`config.mk`:
```
export PLATFORM = sky130hd
export DESIGN_NAME = txd_dom_guard
export DESIGN_NICKNAME = d
export VERILOG_FILES = /design/src/rtl/txg_pkg.sv /design/src/rtl/txg_sync.sv /design/src/rtl/txg_run_counter.sv /design/src/rtl/txg_arm_fsm.sv /design/src/rtl/txd_dom_guard.sv
export SDC_FILE = /design/constraint.sdc
export NUM_CORES = 1
export LEC_CHECK = 0
export BUFFER_PORTS_ARGS = -buffer_cell sky130_fd_sc_hd__buf_4
export CAP_MARGIN = 20
export CELL_PAD_IN_SITES_DETAIL_PLACEMENT = 1
export CELL_PAD_IN_SITES_GLOBAL_PLACEMENT = 1
export CORE_MARGIN = 3
export CORE_UTILIZATION = 40
export CTS_BUF_LIST = sky130_fd_sc_hd__clkbuf_8
export DETAILED_ROUTE_END_ITERATION = 7
export PLACE_DENSITY_LB_ADDON = 0.1
export SLEW_MARGIN = 10
export SYNTH_ARGS = -nofsm -noshare
export SYNTH_HDL_FRONTEND = slang
export SYNTH_SLANG_ARGS = --single-unit
```
`constraint.sdc`:
```
create_clock -name clk -period 6.26 [get_ports clk]
set_input_delay 0.313 -clock clk [delete_from_list [all_inputs] [get_ports clk]]
set_output_delay 0.313 -clock clk [all_outputs]
set_load 0.01 [all_outputs]
```
`src/rtl/txg_pkg.sv`:
```
package txg_pkg;

  typedef enum logic [1:0] {
    ST_OFF   = 2'd0,
    ST_WAIT  = 2'd1,
    ST_ARMED = 2'd2,
    ST_TMO   = 2'd3
  } txg_state_e;

  // Bits needed to hold values 0 .. limit-1
  function automatic int unsigned cnt_width(input int unsigned limit);
    return (limit < 2) ? 1 : $clog2(limit);
  endfunction

  // True when one more tick completes a window of length limit
  function automatic logic at_last(input logic [31:0] cnt, input int unsigned limit);
    return (cnt + 32'd1) >= limit;
  endfunction

endpackage

```
`src/rtl/txg_sync.sv`:
```
module txg_sync #(
  parameter int unsigned STAGES    = 2,
  parameter logic        RESET_VAL = 1'b1
) (
  input  logic clk,
  input  logic rst_n,
  input  logic d_in,
  output logic d_out
);

  logic [STAGES-1:0] chain_q;

  generate
    genvar g;
    for (g = 0; g < STAGES; g++) begin : g_stage
      always_ff @(posedge clk or negedge rst_n) begin
        if (!rst_n) begin
          chain_q[g] <= RESET_VAL;
        end else if (g == 0) begin
          chain_q[g] <= d_in;
        end else begin
          chain_q[g] <= chain_q[(g == 0) ? 0 : g-1];
        end
      end
    end
  endgenerate

  assign d_out = chain_q[STAGES-1];

endmodule

```
`src/rtl/txg_run_counter.sv`:
```
module txg_run_counter #(
  parameter int unsigned LIMIT = 11
) (
  input  logic clk,
  input  logic rst_n,
  input  logic tick,
  input  logic run,
  output logic hit
);

  import txg_pkg::*;

  localparam int unsigned W = cnt_width(LIMIT);

  logic [W-1:0] cnt_q;

  assign hit = run && tick && at_last(32'(cnt_q), LIMIT);

  always_ff @(posedge clk or negedge rst_n) begin
    if (!rst_n) begin
      cnt_q <= '0;
    end else if (!run || hit) begin
      cnt_q <= '0;
    end else if (tick) begin
      cnt_q <= cnt_q + W'(1);
    end
  end

  AST_CNT_BOUND: assert property (@(posedge clk) disable iff (!rst_n)
    32'(cnt_q) < LIMIT);

  AST_CNT_RESTARTS: assert property (@(posedge clk) disable iff (!rst_n)
    !run |=> (cnt_q == '0));

endmodule

```
`src/rtl/txg_arm_fsm.sv`:
```
module txg_arm_fsm (
  input  logic                clk,
  input  logic                rst_n,
  input  logic                normal_mode,
  input  logic                txd_s,
  input  logic                dom_hit,
  input  logic                arm_hit,
  output txg_pkg::txg_state_e state,
  output logic                dom_run,
  output logic                arm_run
);

  import txg_pkg::*;

  txg_state_e state_q, state_d;

  always_comb begin
    state_d = state_q;
    if (!normal_mode) begin
      state_d = ST_OFF;
    end else begin
      unique case (state_q)
        ST_OFF:   state_d = ST_WAIT;
        ST_WAIT:  if (arm_hit) state_d = ST_ARMED;
        ST_ARMED: if (dom_hit) state_d = ST_TMO;
        ST_TMO:   if (arm_hit) state_d = ST_ARMED;
        default:  state_d = ST_OFF;
      endcase
    end
  end

  always_ff @(posedge clk or negedge rst_n) begin
    if (!rst_n) state_q <= ST_OFF;
    else        state_q <= state_d;
  end

  assign state   = state_q;
  assign dom_run = normal_mode && (state_q == ST_ARMED) && !txd_s;
  assign arm_run = normal_mode && ((state_q == ST_WAIT) || (state_q == ST_TMO)) && txd_s;

  AST_ARM_AFTER_HIGH: assert property (@(posedge clk) disable iff (!rst_n)
    (state_q == ST_ARMED) && ($past(state_q) != ST_ARMED) |-> $past(txd_s));

  AST_TMO_FROM_ARMED: assert property (@(posedge clk) disable iff (!rst_n)
    $rose(state_q == ST_TMO) |-> ($past(state_q) == ST_ARMED) && $past(dom_hit));

  AST_TMO_EXIT: assert property (@(posedge clk) disable iff (!rst_n)
    ($past(state_q) == ST_TMO) && (state_q != ST_TMO)
      |-> ((state_q == ST_ARMED) == $past(normal_mode)));

  AST_OFF_OUTSIDE_NORMAL: assert property (@(posedge clk) disable iff (!rst_n)
    !normal_mode |=> (state_q == ST_OFF));

endmodule

```
`src/rtl/txd_dom_guard.sv`:
```
module txd_dom_guard #(
  parameter int unsigned TIMEOUT_TICKS = 55000,
  parameter int unsigned ARM_TICKS     = 11,
  parameter int unsigned SYNC_STAGES   = 2
) (
  input  logic clk,
  input  logic rst_n,
  input  logic tick_1us,
  input  logic txd_in,
  input  logic normal_mode,
  input  logic uv_flag,
  input  logic ot_flag,
  output logic drv_en,
  output logic timeout_act
);

  import txg_pkg::*;

  logic       txd_s;
  logic       dom_run, arm_run;
  logic       dom_hit, arm_hit;
  logic       fault_block;
  txg_state_e state;

  txg_sync #(
    .STAGES   (SYNC_STAGES),
    .RESET_VAL(1'b1)
  ) u_sync (
    .clk  (clk),
    .rst_n(rst_n),
    .d_in (txd_in),
    .d_out(txd_s)
  );

  txg_run_counter #(.LIMIT(TIMEOUT_TICKS)) u_dom_cnt (
    .clk  (clk),
    .rst_n(rst_n),
    .tick (tick_1us),
    .run  (dom_run),
    .hit  (dom_hit)
  );

  txg_run_counter #(.LIMIT(ARM_TICKS)) u_arm_cnt (
    .clk  (clk),
    .rst_n(rst_n),
    .tick (tick_1us),
    .run  (arm_run),
    .hit  (arm_hit)
  );

  txg_arm_fsm u_fsm (
    .clk        (clk),
    .rst_n      (rst_n),
    .normal_mode(normal_mode),
    .txd_s      (txd_s),
    .dom_hit    (dom_hit),
    .arm_hit    (arm_hit),
    .state      (state),
    .dom_run    (dom_run),
    .arm_run    (arm_run)
  );

  assign fault_block = uv_flag || ot_flag;
  assign drv_en      = (state == ST_ARMED) && !txd_s && !fault_block;
  assign timeout_act = (state == ST_TMO);

  AST_DRIVE_NEEDS_LOW: assert property (@(posedge clk) disable iff (!rst_n)
    drv_en |-> !$past(txd_in, 2));

  AST_FAULT_OFF: assert property (@(posedge clk) disable iff (!rst_n)
    (uv_flag || ot_flag) |-> !drv_en);

  AST_TMO_NO_DRIVE: assert property (@(posedge clk) disable iff (!rst_n)
    timeout_act |-> !drv_en);

  AST_ENTRY_BLOCK: assert property (@(posedge clk) disable iff (!rst_n)
    $rose(normal_mode) |-> !drv_en ##1 !drv_en);

endmodule

```
# == After elaboration in Yosys (flattened, before gate mapping) ==
# Cells that the tools add are included.
# op_classes
n_addsub,4
mul,0
div_mod_pow,0
order_cmp,2
n_eq_ne,5
n_shift,0
n_mux,8
n_bitwise,0
n_reduce_logical,23
# ops
op,count
>= comparator 32 x 16 -> 1 bit (second input constant),1
>= comparator 32 x 4 -> 1 bit (second input constant),1
2-to-1 mux 16 bit,2
adder 16 x 1 -> 17 bit (second input constant),1
adder 16 x 1 -> 16 bit (second input constant),1
logical AND 1 bit,10
2-to-1 mux 4 bit,2
2-to-1 mux 2 bit,3
inequality test 3 x 2 -> 1 bit (second input constant),2
case mux 2 bit (3 select lines),1
adder 4 x 1 -> 5 bit (second input constant),1
adder 4 x 1 -> 4 bit (second input constant),1
equality test 2 bit (second input constant),2
zero test 1 bit,4
logical OR 1 bit,4
nonzero test 2 bit,2
equality test 2 x 1 -> 1 bit (second input constant),1
zero test 2 bit,1
AND reduction 2 bit,1
OR reduction 2 bit,1
# word_totals
ff_bits,24
latchBits,0
ramBits,0
rom_bits,0
output_inout_bits,2
wordCells,47
memories,0

# == Depth between registers and ports, before layout ==
# Gate-level depths: netlist of run 1.
# depth
ltp_word,9
depth_mapped,10
ltp_nobuf,9

# == Hierarchy ==
# From an unflattened synthesis of run 1, not the netlist that was laid out.
# hier_totals
cells_unflattened,184
hier_area_um2,1619.1
# by_module_without_submodules
module,instances,cells_per_inst,area_each_um2,seq_area_each_um2
txg_run_counter (u_dom_cnt),1,140,1169.9,400.4
txg_run_counter (u_arm_cnt),1,31,286.5,100.1
txg_arm_fsm,1,8,90.1,50.0
txg_sync,1,2,52.6,52.6
txd_dom_guard,1,3,20.0,0.0

# == Least setup slack after synthesis of run 1 ==
# OpenSTA, ideal clock, no wires.
# synth_path
path_kind,register to register
from,register u_dom_cnt.cnt_q[0]
to,register u_dom_cnt.cnt_q[8]
t_arrival_ps,2125
t_required_ps,6132
path_slack_ps,4007
path_stages_with_launch,10
path_buffers,1
synth_period_minus_slack_ps,2253
cell_sequence,dfrtp_1 ha_1 nand4_1 or4_4 a311oi_1 a311o_2 o21ai_4 buf_6 a31oi_1 o22ai_1
# synth_via
elab_chain_cells,5
elab_cells_between_ends,8
# synth_lines
item,line,source
start: declaration,txg_run_counter.sv:15,logic [W-1:0] cnt_q;
start signal: assignment,txg_run_counter.sv:25,cnt_q <= cnt_q + W'(1);
adder 16 x 1 -> 17 bit,txg_pkg.sv:17,return (cnt + 32'd1) >= limit;
>= comparator 32 x 16 -> 1 bit,txg_pkg.sv:17,
logical AND 1 bit,txg_run_counter.sv:17,"assign hit = run && tick && at_last(32'(cnt_q), LIMIT);"
logical OR 1 bit,txg_run_counter.sv:22,end else if (!run || hit) begin
2-to-1 mux 16 bit or nonzero test 2 bit (tied branches),n/a,
# Several ways; a longest one is shown, not always the timed one. The select of a mux whose other input is x is not followed.
# A chain may end at the register's enable or synchronous reset.

# == Worst setup path in the final report of run 1 ==
# layout_path
from,register u_dom_cnt.cnt_q[0]
to,register u_dom_cnt.cnt_q[11]
# The elaborated chain is that of the path after synthesis.

==> impl_metrics.ini, run 1 <==
[synth]
avgSynthCellArea_sq_um = 8.49
synth_nets = 233
synthesis.area_sq_mm = 0.00189
synth_async_sr_flop_share_pct = 100
synth_area_leaders = dfrtp_1 (29%), nand3_1 (4.8%), buf_6 (4.8%)
synthFlopType = dfrtp_1
synth_edf_count = 0
synth_largest_area_cell = dfrtp_1
ys_warn_count = 0
yosysTopAreaCellShare_pct = 29.1
yosys-top-cells-count = dfrtp_1 (22), nand2_1 (20), nand3_1 (18)
postSynthCellCount = 223
ys_seq_area_share_pct = 31.8
yosysUniqueCellTypes = 54
yosysMostFrequentCell = dfrtp_1
synth-seq-cells = 24

[layout]
n_antenna_cell = 0
nNetsFinal = 234
drive_gt1_share_pct = 13.0
nFillCells = 555
area_growth_pct = 2.97

[outcome]
status = complete, no violations

[sta]
finalSetupTns_ns = 0
tightestPinTransition_ns = 0.775
skew_ns = 0.00318
slew_headroom_pct = 48.3
finalMaxSlewViolations = 0
setup_violations = 0
min_period_over_period_pct = 46.6
setup_ws_ns = 3.35
fin_crit_ns = 2.91
rsz0062_at_grt = false
fmax_ghz = 0.343
final-hold-violation-count = 0
holdWs_ns = 0.141

[worst_setup_path]
cp_slowest_stage_delay_ns = 0.55
worst-path-max-fanout = 21
crit_path_end_kind = flip-flop
path_class = reg -> reg
critPathSlowestCell = o21ai_4
worst_setup_path_start_kind = flip-flop
critical_path_arrival_ns = 3.08
cp_data_required_time_ns = 6.43
crit_chain = ha_1, and2_0, nand3_1, a211oi_1, a211oi_4, o21ai_4, nand3_4, o41ai_1
crit_buf_inv = 0
path_delay_family = compound AO/OA/AOI/OAI gates

[die]
rows = 24
start_util_pct = 42.3
core_sq_mm = 0.00447
die_area_sq_mm = 0.00560
pin_count = 9
die_w_microns = 74.8
die_h_microns = 74.8

[route]
met1_length_microns = 2440
antenna_left = 0
wl_per_cell_microns = 18.4
dr.max_layer_used = met4
wl_met2_microns = 2430
drt_iter0_drc = 94
wl_microns = 5060
first_pass_iters = 4
vias_per_cell = 6.37
drc_errors = 0
wl_met3_microns = 158
routed-via-count = 1752

[power_and_ir_drop]
p_switching_mw = 0.0609
seqPwrFrac_pct = 56.8
p_comb_share_pct = 3.8
power.leakage_nw = 0.691
power_density_mw_per_mm2 = 143
switching_share_pct = 21.9
p_clk_share_pct = 39.4
p_int_mw = 0.217
ir_drop_mv = 0.119

[global_routing]
track_usage_pct = 20.0
grt_max_degree = 25
overflow = 0
grt_pass1_wl_microns = 8680
grt_pass1_vias = 1768
antenna_found_initial = 0

[clock_tree]
cts_tree = done
cts-resized-gates = 0
clockBufferDepth = 2
clk_pin_slew_ns = 0.09
numClockSinks = 24
cts_setup_buffers = 0
cts_hold_buf = 1
cts_buffers = 3
clk_latency_ns = 0.27
root_buffer = clkbuf_8
htreeDepth = 1

[placement]
place.port_buffers = 8
place_hpwl_microns = 3700
gp_congestion = 0.909
place_ws_ns = 3.39

[job]
max_cap_violations = 0

[min_path]
holdCritPathClass = in -> reg
-- layout by cell type (no fill, tap or decap), types with 4 or more instances in the layout --
cell type / n
dfrtp_1: 22
nand2_1: 20
nand3_1: 18
inv_1: 16
a31oi_1: 12
nand4_1: 11
o21ai_0: 11
nor2_1: 10
o21ai_1: 9
buf_4: 9
nor3_1: 6
nor2b_1: 6
nor4_1: 4
and2_1: 4
and3_1: 4
o31ai_1: 4
o22ai_1: 4
clkbuf_8: 4
-- worst paths after layout --
| kind | cells past startpoint | to | slack (ns) | from |
|---|---|---|---|---|
| setup / recovery | 8 | u_dom_cnt.cnt_q[11] | 3.35 | u_dom_cnt.cnt_q[0] |
| setup reg to reg | 8 | u_dom_cnt.cnt_q[11] | 3.35 | u_dom_cnt.cnt_q[0] |
| min in group asynchronous | 2 | u_arm_cnt.cnt_q[2] | 0.47 | rst_n |
| max in group asynchronous | 2 | u_sync.d_out | 5.50 | rst_n |
| hold / removal | 1 | u_sync.chain_q[0] | 0.14 | txd_in |
| hold reg to reg | 0 | u_sync.d_out | 0.36 | u_sync.chain_q[0] |
-- cell families (layout without fill, tap and decap cells) --
family | after synthesis | after routing | synth area share (%)
XOR/XNOR | 2 | 2 | 0.925
adder cells (fa/ha/maj) | 3 | 3 | 1.98
flip-flops | 24 | 24 | 31.8
AND/OR/NAND/NOR | 104 | 104 | 32.2
AO/OA/AOI/OAI | 60 | 60 | 22.1
buffers and inverters | 30 | 30 | 11.0
-- through the flow --
stage	instance area (sq um)	utilization, %	instances	total power [mW]
after floorplan	1890	-	223	0.164
after global placement	1890	42.1	270	0.171
after detailed placement	1890	42.1	270	0.171
after CTS	1950	43.6	275	0.282
after global routing	1950	43.6	275	0.290
final	1950	43.6	275	0.278
-- layout make-up --
| class | count | area (sq um) | area share, % |
|---|---|---|---|
| clock buffers | 4 | 55.1 | 2.82 |
| inverters | 16 | 60.1 | 3.08 |
| multi-input cells | 169 | 1090 | 55.9 |
| flip-flops and latches | 24 | 603 | 30.9 |
| well taps | 52 | 65.1 | 3.34 |
| repair buffers | 10 | 77.6 | 3.98 |
-- worst register-to-register path, delay by kind of cell, from the launching register on --
family,cells,cell delay [ns]
adder cells (fa/ha/maj),1,0.32
flip-flops,1,0.47
AND/OR/NAND/NOR,3,0.67
AO/OA/AOI/OAI,4,1.36
-- power by group through the flow --
stage                     clock, mW  combinational (mW)  sequential [mW]
after floorplan                   0             0.00338            0.161
after global placement            0             0.00994            0.161
after detailed placement          0              0.0105            0.161
after CTS                     0.113              0.0110            0.158
after global routing          0.120              0.0117            0.158
final                         0.110              0.0104            0.158
-- metal layers --
metal,GRT usage [%],vias up
li1,-,831
met1,27.7,887
met2,32.8,30
met3,2.80,4
met4,5.53,0
met5,0,-
-- sequential cells by signal (all words and copies together) (netlist names) --
name,flops
u_dom_cnt.cnt_q,16
u_arm_cnt.cnt_q,4
u_fsm.state,2
u_sync.chain_q,1
u_sync.d_out,1
Power figures use the tool's default switching activity.
==> run 2, diff against run 1 <==
Settings changed: ABC_AREA from default to 1.
Clock period 6.26 ns to 2.6 ns, I/O delays scaled along.
==> run 2 against run 1 <==
  * Critical path depth increased by 4
  * Die area fell by 12%
  * Total power increased to 2.9 times the previous value
  * First-iteration DRC count shrank 47%
  * Clock power rose to 3.1 times the previous value
  * Sequential power increased by 150%
  * Synthesized cell count shrank 1.8%
  * Synthesized area decreased by 13%
  * Fmax is 32% higher
  * Critical path type unchanged
  * Critical endpoint is now u_dom_cnt.cnt_q[7]
  * Largest power group unchanged
==> impl_metrics.ini, run 2 <==
[sta]
setup_violations = 0
setup_ws_ns = 0.389
tightestPinTransition_ns = 0.468
slew_headroom_pct = 68.6
finalMaxSlewViolations = 0
fmax_ghz = 0.452
skew_ns = 0.00376
final-hold-violation-count = 0
fin_crit_ns = 2.21
rsz0062_at_grt = false
finalSetupTns_ns = 0
min_period_over_period_pct = 85.0
holdWs_ns = 0.143

[route]
antenna_left = 0
vias_per_cell = 5.18
first_pass_iters = 4
wl_per_cell_microns = 14.2
drt_iter0_drc = 50
wl_microns = 3940
drc_errors = 0
routed-via-count = 1441

[clock_tree]
clk_latency_ns = 0.28
clk_pin_slew_ns = 0.09
cts_tree = done
clockBufferDepth = 2
cts_setup_buffers = 0
htreeDepth = 1
root_buffer = clkbuf_8
cts_buffers = 3
numClockSinks = 24

[die]
rows = 22
pin_count = 9
start_util_pct = 43.1
die_w_microns = 70.2
die_h_microns = 70.2
die_area_sq_mm = 0.00493
core_sq_mm = 0.00383

[power_and_ir_drop]
power_density_mw_per_mm2 = 431
power.leakage_nw = 0.755
ir_drop_mv = 0.363

[global_routing]
overflow = 0
track_usage_pct = 17.3
grt_max_degree = 25
grt_pass1_wl_microns = 6890
grt_pass1_vias = 1522
antenna_found_initial = 0

[synth]
synthesis.area_sq_mm = 0.00165
synth_area_leaders = dfrtp_1 (33%), nand2_1 (16%), nor2_4 (6.8%)
postSynthCellCount = 219
yosysTopAreaCellShare_pct = 33.4
synth_largest_area_cell = dfrtp_1
synth-seq-cells = 24
synth_async_sr_flop_share_pct = 100
synthFlopType = dfrtp_1
avgSynthCellArea_sq_um = 7.54
ys_warn_count = 0
ys_seq_area_share_pct = 36.5
yosysUniqueCellTypes = 28
yosysMostFrequentCell = nand2_1
synth_edf_count = 0
synth_nets = 229
yosys-top-cells-count = nand2_1 (70), dfrtp_1 (22), inv_1 (21)

[placement]
gp_congestion = 0.838
place_hpwl_microns = 2970
place.port_buffers = 8
place_ws_ns = 0.270

[layout]
nFillCells = 501
nNetsFinal = 241
drive_gt1_share_pct = 17.4
layout_commonest_cell = nand2_1
area_growth_pct = 11.8
n_antenna_cell = 0
final_cell_mix = nand2_1 (70), dfrtp_1 (22), inv_1 (21)
largest_reg_flops = 16
max_flop_register = u_dom_cnt.cnt_q

[worst_setup_path]
timing.rr.start = u_dom_cnt.cnt_q[0]
crit_path_end_kind = flip-flop
r2r_slack_ns = 0.39
critical_path_arrival_ns = 2.36
r2r.worst_path.cells = 12
r2r-end = u_dom_cnt.cnt_q[7]
cp-startpoint = u_dom_cnt.cnt_q[0]
worst-path-max-fanout = 16
cp_data_required_time_ns = 2.75
worst_setup_path_start_kind = flip-flop
critPathCapture = u_dom_cnt.cnt_q[7]
path_class = reg -> reg

[job]
max_cap_violations = 0

[min_path]
holdCritPathClass = in -> reg

[outcome]
status = complete, no violations
[run 2: worst max-delay path, cell delays in order (launching register included)]
cell	delay, ns
dfrtp_1	0.44
ha_1	0.19
nand2_1	0.11
nor2_2	0.22
nand3_1	0.13
xor2_1	0.24
nand3_1	0.11
nand2_1	0.08
clkinv_1	0.06
nand2_1	0.07
nand2_2	0.09
nand2_8	0.21
o21ai_0	0.12
[run 2: cell type report]
| class | instances | area (sq um) | area share, % |
|---|---|---|---|
| Clock buffer | 3 | 41.3 | 2.24 |
| Clock inverter | 1 | 30.0 | 1.63 |
| Timing Repair Buffer | 11 | 87.6 | 4.75 |
| Sequential cell | 24 | 603 | 32.7 |
| Multi-Input combinational cell | 169 | 941 | 51.0 |
| Inverter | 22 | 82.6 | 4.47 |
| Tap cell | 48 | 60.1 | 3.25 |
[run 2: routing by layer]
layer / GRT usage, % / up-vias / part of all wire, %
met5: 0 / - / 0
met4: 5.32 / 0 / 1.2
met3: 3.88 / 7 / 2.7
met2: 30.1 / 16 / 49
met1: 20.9 / 698 / 47
li1: - / 720 / -
[run 2: per-stage QoR]
step           util, %  power (mW)  cell area, sq um  cells
3_3_place_gp      45.6       0.460              1750    272
3_5_place_dp      45.6       0.463              1750    272
4_1_cts           48.0       0.807              1840    278
5_1_grt           48.2       0.837              1850    278
6_report          48.2       0.796              1850    278
2_1_floorplan        -       0.436              1650    219
[run 2: worst min path at each step]
| stage | from | end | cells after the start |
|---|---|---|---|
| finish | normal_mode | u_fsm.state[1] | 4 |
| global route | normal_mode | u_fsm.state[0] | 3 |
| CTS | normal_mode | u_fsm.state[0] | 3 |
| detailed placement | rst_n | u_dom_cnt.cnt_q[4] | 1 |
| global placement | rst_n | u_dom_cnt.cnt_q[5] | 1 |
| floorplan | rst_n | u_arm_cnt.cnt_q[0] | 0 |
[run 2: power breakdown]
| part | internal [mW] | switching [mW] | total, mW |
|---|---|---|---|
| sequential | 0.384 | 0.0105 | 0.394 |
| combinational | 0.0223 | 0.0406 | 0.0629 |
| clock | 0.206 | 0.133 | 0.339 |
| total | 0.612 | 0.184 | 0.796 |
[run 2: timing repair]
item / in CTS / in global routing
hold endpoints to repair: 23 / 0
hold buffers: 2 / 0
resized for setup: 0 / 1
endpoints found under the setup margin: 0 / 4
[run 2: cell families (layout without fill, tap and decap cells)]
logic type	after synthesis	count (layout)	synth area share (%)
simple gates	134	134	40.1
compound gates	26	26	10.9
buf+inv	26	37	6.97
flops	24	24	36.5
xor+xnor	6	6	3.18
fa+ha+maj	3	3	2.27
==> run 3, diff against run 2 <==
Settings changed: BUFFER_PORTS_ARGS -buffer_cell sky130_fd_sc_hd__buf_4 to default, DONT_BUFFER_PORTS from default to 1, SLEW_MARGIN 10 to default.
==> run 3 against run 2 <==
  * Via count fell by 1.2%
  * Sequential power about the same
  * Critical endpoint is now u_dom_cnt.cnt_q[0]
  * Hold slack worse by 0.12 ns
  * Sequential cell count unchanged
==> impl_metrics.ini, run 3 (synthesis gave the netlist of run 2 again) <==
[outcome]
status = complete, no violations

[min_path]
min_from = normal_mode
holdCritPathClass = in -> reg
whs_endpoint = u_fsm.state[1]
hold_depth = 3

[layout]
stdcell_count = 272
max_flop_register = u_dom_cnt.cnt_q
n_antenna_cell = 0
area_growth_pct = 9.02
layout_commonest_cell = nand2_1
nFillCells = 476
multi_input_area_sq_um = 941
fin_util_pct = 47.0
largest_reg_flops = 16
drive_gt1_share_pct = 14.7
register_area_sq_um = 603
nNetsFinal = 235
final_cell_mix = nand2_1 (70), dfrtp_1 (22), inv_1 (21)

[power_and_ir_drop]
power_density_mw_per_mm2 = 398
totalPowerFinal_mw = 0.716
power.leakage_nw = 0.722
ir_drop_mv = 0.237

[worst_setup_path]
critPathSlowestCell = dfrtp_1
path_delay_family = simple AND/OR/NAND/NOR gates
r2r_slack_ns = 0.32
r2r.worst_path.cells = 12
path_common_cell = nand2_1
critical_path_arrival_ns = 2.43
cp_data_required_time_ns = 2.75
cp.depth = 12
crit_buf_inv = 0
crit_path_end_kind = flip-flop
worst_setup_path_start_kind = flip-flop
r2r-end = u_dom_cnt.cnt_q[0]
crit_chain = ha_1, nand2_1, nor2_2, nand3_1, xor2_1, nand2_1, nor2_1, nand2_1, nand2_1, nand2_2, nand2_8, o21ai_0
timing.rr.start = u_dom_cnt.cnt_q[0]
cp_slowest_stage_delay_ns = 0.44
path_class = reg -> reg
worst-path-max-fanout = 16

[die]
core_sq_mm = 0.00383
rows = 22
die_area_sq_mm = 0.00493
start_util_pct = 43.1
die_h_microns = 70.2
die_w_microns = 70.2
pin_count = 9

[global_routing]
grt_max_degree = 25
track_usage_pct = 17.6
grt_pass1_vias = 1554
globalRouteMet1Util_pct = 20.9
met2_usage_pct = 32.3
grt_pass1_wl_microns = 7000
antenna_found_initial = 0
overflow = 0
global_route.usage.met3_pct = 2.45
grt.busiest_layer = met2

[clock_tree]
cts_tree = done
numClockSinks = 24
clockBufferDepth = 2
cts_buffers = 3
root_buffer = clkbuf_8
clk_latency_ns = 0.27
htreeDepth = 1
clk_pin_slew_ns = 0.09
cts_setup_buffers = 0

[sta]
setup_violations = 0
finalSetupTns_ns = 0
skew_ns = 0.00425
setup_ws_ns = 0.320
slew_headroom_pct = 66.1
final-hold-violation-count = 0
tightestPinTransition_ns = 0.505
min_period_over_period_pct = 87.7
fmax_ghz = 0.439
finalMaxSlewViolations = 0
fin_crit_ns = 2.28
rsz0062_at_grt = false

[placement]
place.port_buffers = 0
gp_congestion = 0.874
dp_cells = 264
place_hpwl_microns = 3030
place_ws_ns = 0.253

[route]
vias_per_cell = 5.24
drt_iter0_drc = 26
first_pass_iters = 4
wl_per_cell_microns = 14.5
drc_errors = 0
antenna_left = 0
routed-via-count = 1424
wl_microns = 3930

[job]
max_cap_violations = 0
==> run 3: changes by cell type in the layout (fill, tap and decap cells not counted), sizes merged <==
cell	delta
bufinv	-1
buf	-7
clkbuf	+1
dlygate4sd3	+1
==> run 3: worst register-to-register path, stage by stage, from the launching register on <==
cell     delay [ns]
dfrtp_1        0.44
ha_1           0.20
nand2_1        0.12
nor2_2         0.23
nand3_1        0.11
xor2_1         0.26
nand2_1        0.10
nor2_1         0.14
nand2_1        0.07
nand2_1        0.07
nand2_2        0.10
nand2_8        0.20
o21ai_0        0.13
==> run 3: how the worst max path moves through the flow <==
stage          slack, ns          startpoint             endpoint
2_1_floorplan       0.73  u_dom_cnt.cnt_q[0]  u_dom_cnt.cnt_q[14]
3_3_place_gp        0.36  u_dom_cnt.cnt_q[0]  u_dom_cnt.cnt_q[12]
3_5_place_dp        0.25  u_dom_cnt.cnt_q[0]   u_dom_cnt.cnt_q[0]
4_1_cts             0.18  u_dom_cnt.cnt_q[0]   u_dom_cnt.cnt_q[0]
5_1_grt             0.08  u_dom_cnt.cnt_q[0]   u_dom_cnt.cnt_q[0]
6_report            0.32  u_dom_cnt.cnt_q[0]   u_dom_cnt.cnt_q[0]
==> run 3: per-stage QoR <==
step                area [sq um]  hold WS, ns
finish                      1800       0.0279
detailed placement          1690       -0.165
CTS                         1790       0.0234
global placement            1690       -0.165
floorplan                   1650       -0.166
global route                1800       0.0262
==> run 3: power breakdown <==
part | internal, mW | switching [mW]
registers | 0.384 | 0.0117
clock network | 0.136 | 0.128
logic | 0.0185 | 0.0383
==> run 3: layout make-up <==
type,instances,area share [%]
clock buffers,4,3.06
inverters,22,4.59
multi-input cells,169,52.3
flip-flops and latches,24,33.5
well taps,48,3.34
repair buffers,5,3.20
==> run 3: layer usage <==
| metal | vias up | wire length (microns) |
|---|---|---|
| met5 | - | 0 |
| met4 | 0 | 55 |
| met3 | 5 | 84 |
| met2 | 19 | 1990 |
| met1 | 690 | 1810 |
| li1 | 710 | - |
==> run 3: timing repair <==
item	CTS	global route
endpoints found under the setup margin	0	3
resized for setup	0	1
endpoints found under the hold margin	26	0
hold buffers	4	0
